$ cat config.mk
export PLATFORM = sky130hd
export DESIGN_NAME = vga_sync_gen
export DESIGN_NICKNAME = d
export VERILOG_FILES = /design/src/rtl/vga_tg_pkg.sv /design/src/rtl/vga_tg_bounds.sv /design/src/rtl/vga_tg_axis.sv /design/src/rtl/vga_sync_gen.sv
export SDC_FILE = /design/constraint.sdc
export NUM_CORES = 1
export LEC_CHECK = 0
export BUFFER_PORTS_ARGS = -buffer_cell sky130_fd_sc_hd__buf_4
export CORE_ASPECT_RATIO = 0.7
export CORE_UTILIZATION = 30
export DETAILED_ROUTE_END_ITERATION = 8
export PLACE_DENSITY_LB_ADDON = 0.1
export SYNTH_ARGS = -nofsm -noshare
export SYNTH_HDL_FRONTEND = slang
export SYNTH_SLANG_ARGS = --single-unit
export TNS_END_PERCENT = 20
$ cat constraint.sdc
create_clock -name clk_i -period 10.2 [get_ports clk_i]
set_clock_uncertainty 0.15 [all_clocks]
set_input_delay 2.04 -clock clk_i [delete_from_list [all_inputs] [get_ports clk_i]]
set_output_delay 2.04 -clock clk_i [all_outputs]
set_load 0.05 [all_outputs]
$ cat src/rtl/vga_tg_pkg.sv
package vga_tg_pkg;

    typedef enum logic {
        MODE_SVGA72 = 1'b0,
        MODE_VGA60  = 1'b1
    } vmode_e;

    function automatic int imax(input int a, input int b);
        return (a > b) ? a : b;
    endfunction

endpackage

$ cat src/rtl/vga_tg_bounds.sv
module vga_tg_bounds
    import vga_tg_pkg::*;
#(
    parameter int A_H_VIS  = 800,
    parameter int A_H_FP   = 16,
    parameter int A_H_SYNC = 120,
    parameter int A_H_BP   = 104,
    parameter int A_V_VIS  = 600,
    parameter int A_V_FP   = 37,
    parameter int A_V_SYNC = 6,
    parameter int A_V_BP   = 23,
    parameter int B_H_VIS  = 1280,
    parameter int B_H_FP   = 32,
    parameter int B_H_SYNC = 192,
    parameter int B_H_BP   = 96,
    parameter int B_V_VIS  = 480,
    parameter int B_V_FP   = 10,
    parameter int B_V_SYNC = 2,
    parameter int B_V_BP   = 29,
    parameter int B_SHIFT  = 1,
    parameter int HCW      = 11,
    parameter int VCW      = 10
) (
    input  vmode_e           mode_i,
    output logic [HCW-1:0]   h_last_o,
    output logic [HCW-1:0]   h_vis_o,
    output logic [HCW-1:0]   h_lo_o,
    output logic [HCW-1:0]   h_hi_o,
    output logic [VCW-1:0]   v_last_o,
    output logic [VCW-1:0]   v_vis_o,
    output logic [VCW-1:0]   v_lo_o,
    output logic [VCW-1:0]   v_hi_o,
    output logic [3:0]       shift_o
);

    localparam int A_H_LAST = A_H_VIS + A_H_FP + A_H_SYNC + A_H_BP - 1;
    localparam int B_H_LAST = B_H_VIS + B_H_FP + B_H_SYNC + B_H_BP - 1;
    localparam int A_V_LAST = A_V_VIS + A_V_FP + A_V_SYNC + A_V_BP - 1;
    localparam int B_V_LAST = B_V_VIS + B_V_FP + B_V_SYNC + B_V_BP - 1;

    typedef struct packed {
        logic [HCW-1:0] h_last;
        logic [HCW-1:0] h_vis;
        logic [HCW-1:0] h_lo;
        logic [HCW-1:0] h_hi;
        logic [VCW-1:0] v_last;
        logic [VCW-1:0] v_vis;
        logic [VCW-1:0] v_lo;
        logic [VCW-1:0] v_hi;
        logic [3:0]     shift;
    } bset_t;

    bset_t set_a;
    bset_t set_b;
    bset_t sel_d;

    always_comb begin
        set_a.h_last = HCW'(A_H_LAST);
        set_a.h_vis  = HCW'(A_H_VIS);
        set_a.h_lo   = HCW'(A_H_VIS + A_H_FP);
        set_a.h_hi   = HCW'(A_H_VIS + A_H_FP + A_H_SYNC - 1);
        set_a.v_last = VCW'(A_V_LAST);
        set_a.v_vis  = VCW'(A_V_VIS);
        set_a.v_lo   = VCW'(A_V_VIS + A_V_FP);
        set_a.v_hi   = VCW'(A_V_VIS + A_V_FP + A_V_SYNC - 1);
        set_a.shift  = 4'd0;

        set_b.h_last = HCW'(B_H_LAST);
        set_b.h_vis  = HCW'(B_H_VIS);
        set_b.h_lo   = HCW'(B_H_VIS + B_H_FP);
        set_b.h_hi   = HCW'(B_H_VIS + B_H_FP + B_H_SYNC - 1);
        set_b.v_last = VCW'(B_V_LAST);
        set_b.v_vis  = VCW'(B_V_VIS);
        set_b.v_lo   = VCW'(B_V_VIS + B_V_FP);
        set_b.v_hi   = VCW'(B_V_VIS + B_V_FP + B_V_SYNC - 1);
        set_b.shift  = 4'(B_SHIFT);

        sel_d = (mode_i == MODE_VGA60) ? set_b : set_a;
    end

    assign h_last_o = sel_d.h_last;
    assign h_vis_o  = sel_d.h_vis;
    assign h_lo_o   = sel_d.h_lo;
    assign h_hi_o   = sel_d.h_hi;
    assign v_last_o = sel_d.v_last;
    assign v_vis_o  = sel_d.v_vis;
    assign v_lo_o   = sel_d.v_lo;
    assign v_hi_o   = sel_d.v_hi;
    assign shift_o  = sel_d.shift;

endmodule

$ cat src/rtl/vga_tg_axis.sv
module vga_tg_axis #(
    parameter int CW = 11
) (
    input  logic          clk_i,
    input  logic          rst_i,
    input  logic          adv_i,
    input  logic [CW-1:0] last_i,
    input  logic [CW-1:0] vis_i,
    input  logic [CW-1:0] lo_i,
    input  logic [CW-1:0] hi_i,
    output logic [CW-1:0] cnt_o,
    output logic          wrap_o,
    output logic          in_vis_o,
    output logic          sync_n_o
);

    typedef struct packed {
        logic [CW-1:0] cnt;
    } ax_t;

    ax_t ax_d;
    ax_t ax_q;
    logic at_last;

    always_comb begin
        at_last = (ax_q.cnt == last_i);
        ax_d    = ax_q;
        if (rst_i) begin
            ax_d.cnt = '0;
        end else if (adv_i) begin
            ax_d.cnt = at_last ? '0 : ax_q.cnt + 1'b1;
        end
    end

    always_ff @(posedge clk_i) begin
        ax_q <= ax_d;
    end

    assign cnt_o    = ax_q.cnt;
    assign wrap_o   = adv_i && at_last && !rst_i;
    assign in_vis_o = (ax_q.cnt < vis_i);
    assign sync_n_o = !((ax_q.cnt >= lo_i) && (ax_q.cnt <= hi_i));

    // R1 (and R2 through the row instance): the count wraps from its last value to zero
    assert_cnt_wrap_R1: assert property (@(posedge clk_i) disable iff (rst_i)
        (adv_i && cnt_o == last_i) |=> (cnt_o == '0));

    // the count steps by one when enabled below its last value
    assert_cnt_step_R1: assert property (@(posedge clk_i) disable iff (rst_i)
        (adv_i && cnt_o != last_i) |=> (cnt_o == $past(cnt_o) + 1'b1));

    // the count holds when not enabled
    assert_cnt_hold_R2: assert property (@(posedge clk_i) disable iff (rst_i)
        (!adv_i) |=> $stable(cnt_o));

    // reset leaves the count at zero
    assert_cnt_reset_R8: assert property (@(posedge clk_i)
        rst_i |=> (cnt_o == '0));

endmodule

$ cat src/rtl/vga_sync_gen.sv
module vga_sync_gen
    import vga_tg_pkg::*;
#(
    parameter int A_H_VIS  = 800,
    parameter int A_H_FP   = 16,
    parameter int A_H_SYNC = 120,
    parameter int A_H_BP   = 104,
    parameter int A_V_VIS  = 600,
    parameter int A_V_FP   = 37,
    parameter int A_V_SYNC = 6,
    parameter int A_V_BP   = 23,
    parameter int B_H_VIS  = 1280,
    parameter int B_H_FP   = 32,
    parameter int B_H_SYNC = 192,
    parameter int B_H_BP   = 96,
    parameter int B_V_VIS  = 480,
    parameter int B_V_FP   = 10,
    parameter int B_V_SYNC = 2,
    parameter int B_V_BP   = 29,
    parameter int B_SHIFT  = 1,
    parameter int COL_W    = 11,
    parameter int ROW_W    = 10
) (
    input  logic             clk_i,
    input  logic             rst_i,
    input  logic             mode_i,
    output logic             hsync_o,
    output logic             vsync_o,
    output logic             visible_o,
    output logic [COL_W-1:0] pix_col_o,
    output logic [ROW_W-1:0] pix_row_o,
    output logic             line_start_o
);

    localparam int A_H_TOT = A_H_VIS + A_H_FP + A_H_SYNC + A_H_BP;
    localparam int B_H_TOT = B_H_VIS + B_H_FP + B_H_SYNC + B_H_BP;
    localparam int A_V_TOT = A_V_VIS + A_V_FP + A_V_SYNC + A_V_BP;
    localparam int B_V_TOT = B_V_VIS + B_V_FP + B_V_SYNC + B_V_BP;
    localparam int HCW     = $clog2(imax(A_H_TOT, B_H_TOT));
    localparam int VCW     = $clog2(imax(A_V_TOT, B_V_TOT));

    typedef struct packed {
        vmode_e mode;
        logic   strobe;
    } top_t;

    top_t st_d;
    top_t st_q;

    logic [HCW-1:0] h_last, h_vis, h_lo, h_hi, h_cnt;
    logic [VCW-1:0] v_last, v_vis, v_lo, v_hi, v_cnt;
    logic [3:0]     shift;
    logic           h_wrap, v_wrap;
    logic           h_in, v_in, h_sn, v_sn;
    logic [HCW-1:0] col_scaled;

    vga_tg_bounds #(
        .A_H_VIS(A_H_VIS), .A_H_FP(A_H_FP), .A_H_SYNC(A_H_SYNC), .A_H_BP(A_H_BP),
        .A_V_VIS(A_V_VIS), .A_V_FP(A_V_FP), .A_V_SYNC(A_V_SYNC), .A_V_BP(A_V_BP),
        .B_H_VIS(B_H_VIS), .B_H_FP(B_H_FP), .B_H_SYNC(B_H_SYNC), .B_H_BP(B_H_BP),
        .B_V_VIS(B_V_VIS), .B_V_FP(B_V_FP), .B_V_SYNC(B_V_SYNC), .B_V_BP(B_V_BP),
        .B_SHIFT(B_SHIFT), .HCW(HCW), .VCW(VCW)
    ) i_bounds (
        .mode_i   (st_q.mode),
        .h_last_o (h_last),
        .h_vis_o  (h_vis),
        .h_lo_o   (h_lo),
        .h_hi_o   (h_hi),
        .v_last_o (v_last),
        .v_vis_o  (v_vis),
        .v_lo_o   (v_lo),
        .v_hi_o   (v_hi),
        .shift_o  (shift)
    );

    vga_tg_axis #(.CW(HCW)) i_hax (
        .clk_i    (clk_i),
        .rst_i    (rst_i),
        .adv_i    (1'b1),
        .last_i   (h_last),
        .vis_i    (h_vis),
        .lo_i     (h_lo),
        .hi_i     (h_hi),
        .cnt_o    (h_cnt),
        .wrap_o   (h_wrap),
        .in_vis_o (h_in),
        .sync_n_o (h_sn)
    );

    // The row advances on the strobe's next value: the clock count reaching zero.
    vga_tg_axis #(.CW(VCW)) i_vax (
        .clk_i    (clk_i),
        .rst_i    (rst_i),
        .adv_i    (st_d.strobe && !rst_i),
        .last_i   (v_last),
        .vis_i    (v_vis),
        .lo_i     (v_lo),
        .hi_i     (v_hi),
        .cnt_o    (v_cnt),
        .wrap_o   (v_wrap),
        .in_vis_o (v_in),
        .sync_n_o (v_sn)
    );

    always_comb begin
        st_d = st_q;
        if (rst_i) begin
            st_d.mode   = vmode_e'(mode_i);
            st_d.strobe = 1'b1;
        end else begin
            st_d.strobe = h_wrap;
        end
    end

    always_ff @(posedge clk_i) begin
        st_q <= st_d;
    end

    generate
        if (B_SHIFT == 0) begin : g_noscale
            assign col_scaled = h_cnt;
        end else begin : g_scale
            assign col_scaled = h_cnt >> shift;
        end
    endgenerate

    assign hsync_o      = h_sn;
    assign vsync_o      = v_sn;
    assign visible_o    = h_in && v_in;
    assign pix_col_o    = COL_W'(col_scaled);
    assign pix_row_o    = ROW_W'(v_cnt);
    assign line_start_o = st_q.strobe;

    // the row moves only in a cycle flagged as a line start
    assert_row_on_strobe_R6: assert property (@(posedge clk_i) disable iff (rst_i)
        (pix_row_o != $past(pix_row_o)) |-> line_start_o);

    // the strobe never lasts two clocks
    assert_strobe_single_R6: assert property (@(posedge clk_i) disable iff (rst_i)
        line_start_o |=> !line_start_o);

    // no sync pulse inside the visible area
    assert_sync_in_blank_R3: assert property (@(posedge clk_i) disable iff (rst_i)
        visible_o |-> (hsync_o && vsync_o));

    // the reported column stays inside the visible width
    assert_col_range_R7: assert property (@(posedge clk_i) disable iff (rst_i)
        visible_o |-> (int'(pix_col_o) <
            ((st_q.mode == MODE_VGA60) ? (B_H_VIS >> B_SHIFT) : A_H_VIS)));

    // the captured mode holds outside reset
    assert_mode_hold_R9: assert property (@(posedge clk_i) disable iff (rst_i)
        1'b1 |=> $stable(st_q.mode));

    // reset drives both syncs high and raises the strobe
    assert_reset_state_R8: assert property (@(posedge clk_i)
        rst_i |=> (hsync_o && vsync_o && line_start_o));

endmodule

== Word level (Yosys, flattened, before mapping) ==
Index checks and enable logic that the tools add are counted.

* Bits in registers: 23
* Logic and storage cells: 27

* Add/subtract/negate cells: 2
* $lt $le $gt $ge: 6
* Equality and inequality tests: 2
* Shifts and indexed selects: 1
* Multiplexer cells: 3
* Reductions and logical operators: 9

{| class="wikitable"
|+ Operators with widths
! operator !! count
|-
| $mux W87 || 1
|-
| $add A11 B1 Y11 const B || 1
|-
| $eq A11 B11 Y1 || 1
|-
| $ge A11 B11 Y1 || 1
|-
| $le A11 B11 Y1 || 1
|-
| $lt A11 B11 Y1 || 1
|-
| $shr A11 B4 Y11 || 1
|-
| $add A10 B1 Y10 const B || 1
|-
| $eq A10 B10 Y1 || 1
|-
| $ge A10 B10 Y1 || 1
|-
| $le A10 B10 Y1 || 1
|-
| $lt A10 B10 Y1 || 1
|-
| $mux W10 || 1
|-
| $logic_and A1 B1 Y1 || 5
|-
| $logic_not A1 Y1 || 3
|-
| $reduce_or A2 Y1 || 1
|-
| $mux W1 || 1
|}

== Longest topological paths before layout ==
* Depth after elaboration: 5
* Gate-level depth with buffers: 9
* Depth with buffers taken out: 7

== Modules after synthesis ==
A second synthesis with hierarchy kept.

* Cell total of the unflattened synthesis: 473
* Area, all modules: 3822.4 um^2

{| class="wikitable"
|+ Modules (own cells, without submodules)
! module !! instances !! cells an instance !! area each (um^2) !! sequential area each (um^2)
|-
| vga_tg_axis at i_hax || 1 || 173 || 1392.6 || 220.2
|-
| vga_tg_axis at i_vax || 1 || 159 || 1277.5 || 200.2
|-
| vga_tg_bounds || 1 || 90 || 664.4 || 0.0
|-
| vga_sync_gen || 1 || 51 || 488.0 || 50.0
|}

== Least setup slack after synthesis ==
OpenSTA, ideal clock, no wires.

* Path type: register to output
* From: reg st_q[1] in the netlist's numbering
* To: out visible_o
* Data arrival time: 3.499 ns
* Required time: 8.010 ns
* Slack: 4.511 ns
* Cell stages (with the launch flop): 7
* Buffers on the path: 2
* Path through: edfxtp_1 -> clkbuf_1 -> clkbuf_1 -> inv_1 -> ha_1 -> a21o_1 -> nor4b_1

* Cells in the longest elaborated chain, start to end: 3
* Elaborated cells on any way between the ends: 4
* Classes of those cells: order compare: 2; mux: 1; reduce/logical: 1

{| class="wikitable"
|+ Ends and longest elaborated chain
! item !! line !! source
|-
| from (decl) || vga_sync_gen.sv:48 || <nowiki>top_t st_q;</nowiki>
|-
| from (signal assigned) || vga_sync_gen.sv:116 || <nowiki>st_q <= st_d;</nowiki>
|-
| $mux W87 (*) || vga_tg_bounds.sv:78 || <nowiki>sel_d = (mode_i == MODE_VGA60) ? set_b : set_a;</nowiki>
|-
| $lt A11 B11 Y1 or $lt A10 B10 Y1 (tied branches) || vga_tg_axis.sv:41 || <nowiki>assign in_vis_o = (ax_q.cnt < vis_i);</nowiki>
|-
| $logic_and A1 B1 Y1 (*) || vga_sync_gen.sv:129 || <nowiki>assign visible_o = h_in && v_in;</nowiki>
|-
| to (decl) || vga_sync_gen.sv:29 || <nowiki>output logic visible_o,</nowiki>
|}

Every way passes the cells marked *; elsewhere a longest branch is shown, timed or not.

== Worst setup path in the final report ==
* From: reg st_q[1] in the netlist's numbering
* To: out vsync_o

* Cells in the longest elaborated chain, start to end: 4
* Elaborated cells on any way between the ends: 5
* Classes of those cells: order compare: 2; mux: 1; reduce/logical: 2

{| class="wikitable"
|+ Ends and longest elaborated chain
! item !! line !! source
|-
| $mux W87 (*) || vga_tg_bounds.sv:78 ||
|-
| $ge A10 B10 Y1 or $le A10 B10 Y1 (tied branches) || vga_tg_axis.sv:42 || <nowiki>assign sync_n_o = !((ax_q.cnt >= lo_i) && (ax_q.cnt <= hi_i));</nowiki>
|-
| $logic_and A1 B1 Y1 (*) || vga_tg_axis.sv:42 ||
|-
| $logic_not A1 Y1 (*) || vga_tg_axis.sv:42 ||
|-
| to (decl) || vga_sync_gen.sv:28 || <nowiki>output logic vsync_o,</nowiki>
|}

Marks and branches as above.

==> impl_results.md <==
- Status: complete, no violations
- Int Power: 0.1285 mW
- Final antenna diode count: 0
- Routed length on met3: 100 um
- Post-Layout Cell Count: 294
- Clock power share: 0.340
- DR top layer: met4
- Sw frac: 0.2872
- Setup TNS Final: 0 ps
- CP startpoint kind: register
- Via count: 1477
- Combinational Power Share: 0.130
- Routed wire length: 4223 um
- CTS max path bufs: 2
- Area growth syn-to-layout: 18.73%
- Htree depth: 1
- CP Capture Type: output pin
- Final hold viol count: 0
- Cells after DPL: 290
- M1 WL: 2476 um
- Clock Latency Late Sink: 270 ps
- Fin crit share: 0.5226
- Row count: 22
- Die area: 0.005875 mm2
- Pin count of the biggest net entering global routing: 22
- Leakage: 0.8235 nW
- CORE AREA: 0.005313 mm2
- GRT overflow: 0
- Setup slack, reg-to-reg: 6770 ps
- Initial antenna violation count: 0
- Number of port buffers: 27
- Vias per Instance: 5.024
- Hold buffers post-CTS: 0
- DP Wirelength: 3210 um
- Starting Density: 0.3144
- DRC Markers: 0
- Reg power frac: 0.530
- Hold Slack: 356.4 ps
- Worst-margin pin slew: 688.6 ps
- DR WL/cell: 14.36 um
- Net switching power: 0.05176 mW
- Ratio of cells with drive above 1 in the final layout: 0.2072
- Die height: 64.43 um
- Req. time, crit path: 8010 ps
- FILL cells: 558
- Final #Nets: 249
- Hold WC Path Type: reg -> reg
- Main flop type after synthesis: dfxtp_1
- CTS sink cnt: 23
- Post-synthesis async set-or-reset flop share: 0
- # IOs: 28
- WL met2: 1623 um
- Vias in the first global route: 1384
- CTS tree: done
- Tot GR Track Use: 0.1531
- First-pass GRT wire length: 7058 um
- Worst slew margin: 0.5409
- Final core utilization: 0.3733
- Total power: 0.1803 mW
- Die X: 91.19 um
- Syn Nets: 223
- Cell Area, Placed: 0.001936 mm2
- Antenna-violating nets left: 0
- Distinct cell type count after synthesis: 41
- Post-cts resize count: 0
- Max-cap viol count: 0
- Synthesized instance count: 197
- Final Max Slew Viols: 0
- #FFs+latches synth: 23
- RSZ-0062 raised after global routing: no
- Final worst slack: 4870 ps
- First-iteration detailed-routing DRC count: 61
- Register area share after synthesis: 0.2816
- Total CTS buffers: 3
- Syn Area/Cell: 8.479 um2
- Crit path time final: 5330 ps
- Number of flops mapped to enable cells by yosys: 1
- Fmax: 0.1876 GHz
- RePlAce Congestion: 0.8250
- WS Path Type: reg -> out
- Pre-CTS WS: 5164 ps
- Clock-pin slew on the worst setup and hold paths: 90 ps
- Finished Cell Area: 0.001983 mm2
- Critical path peak fanout: 21
- YS warnings: 0
- IR drop worst, VDD: 0.04502 mV
- First-pass iteration count of the detailed router: 4
- Critical path arrival: 3140 ps
- Pwr per Cell Area: 90.89 mW/mm2
- Setup violators final: 0
- Number of post-CTS setup repair buffers: 0
- Root Driver: clkbuf_8
- Mapped Area: 0.001670 mm2
[per-layer routing]
layer | up-vias | track usage
li1 | 771 | -
met1 | 691 | 0.2393
met2 | 13 | 0.2131
met3 | 2 | 0.03286
met4 | 0 | 0.02381
met5 | - | 0
[path summary, 6_finish.rpt]
check	endpoint	cells after the start	startpoint
hold / removal	i_hax.cnt_o[0]$_SDFF_PP0_	1	i_hax.cnt_o[0]$_SDFF_PP0_
hold reg to reg	i_hax.cnt_o[0]$_SDFF_PP0_	1	i_hax.cnt_o[0]$_SDFF_PP0_
setup / recovery	vsync_o	8	st_q[1]$_DFFE_PP_
setup reg to reg	i_vax.cnt_o[6]$_SDFFE_PP0P_	6	st_q[1]$_DFFE_PP_
[power groups by stage]
stage                     logic, mW  clock network [mW]  registers, mW
after floorplan              0.0175                   0         0.0961
after global placement       0.0239                   0         0.0976
after detailed placement     0.0234                   0         0.0976
after CTS                    0.0236              0.0650         0.0955
after global routing         0.0262              0.0698         0.0961
final                        0.0235              0.0612         0.0956
[cell type report]
type,count,area [um2],area share
Inverter,9,33.78,0.01703
Tap cell,72,90.09,0.04543
Sequential cell,23,470.5,0.2372
Timing Repair Buffer,28,210.2,0.1060
Clock inverter,1,6.256,0.003155
Multi-Input combinational cell,158,1131,0.5703
Clock buffer,3,41.29,0.02082
[critical path, cell delays in order, from the launching register on]
cell and delay (ps):
edfxtp_1 800, inv_1 450, ha_1 440, nor2b_1 50, o21ai_0 150, a31oi_1 90
or3b_2 470, a22o_1 230, buf_4 180
[cells in the mapped netlist (all sizes together) (2+ instances only)]
| master | instances | area share |
|---|---|---|
| a21oi | 11 | 0.033 |
| nor2b | 4 | 0.015 |
| o31ai | 3 | 0.013 |
| nor2 | 18 | 0.040 |
| nand2 | 17 | 0.038 |
| and3 | 6 | 0.024 |
| o21ai | 12 | 0.038 |
| ha | 23 | 0.17 |
| a21o | 2 | 0.0090 |
| inv | 9 | 0.020 |
| or3 | 7 | 0.027 |
| clkbuf | 5 | 0.011 |
| xor2 | 7 | 0.037 |
| a31oi | 2 | 0.0075 |
| nand3 | 7 | 0.021 |
| buf | 2 | 0.0097 |
| xnor2 | 6 | 0.031 |
| mux2 | 6 | 0.040 |
| dfxtp | 22 | 0.26 |
| nand4 | 8 | 0.030 |
| nor4b | 4 | 0.021 |
[kinds of logic after synthesis]
kind of cell | count (synthesis) | synth area share
compound gates | 37 | 0.1371
xor+xnor | 13 | 0.06817
fa+ha+maj | 23 | 0.1723
buf+inv | 16 | 0.04119
flops | 23 | 0.2816
mux | 6 | 0.04045
simple gates | 79 | 0.2592
[sequential cells by signal, summed over array words and instances (netlist names)]
signal        count
i_hax.cnt_o      11
i_vax.cnt_o      10
line_start_o      1
st_q              1
[cell usage in the layout, fill, tap and decap left out, types with 6 or more instances in the layout]
master and count:
inv_1 9, nand4_1 8, nand2_1 17, xor2_1 7
buf_4 28, or3_1 6, a21oi_1 11, xnor2_1 6
o21ai_0 11, mux2_2 6, ha_1 23, nand3_1 7
nor2_1 18, dfxtp_1 22
No activity file was read; power rests on OpenSTA's default activity.
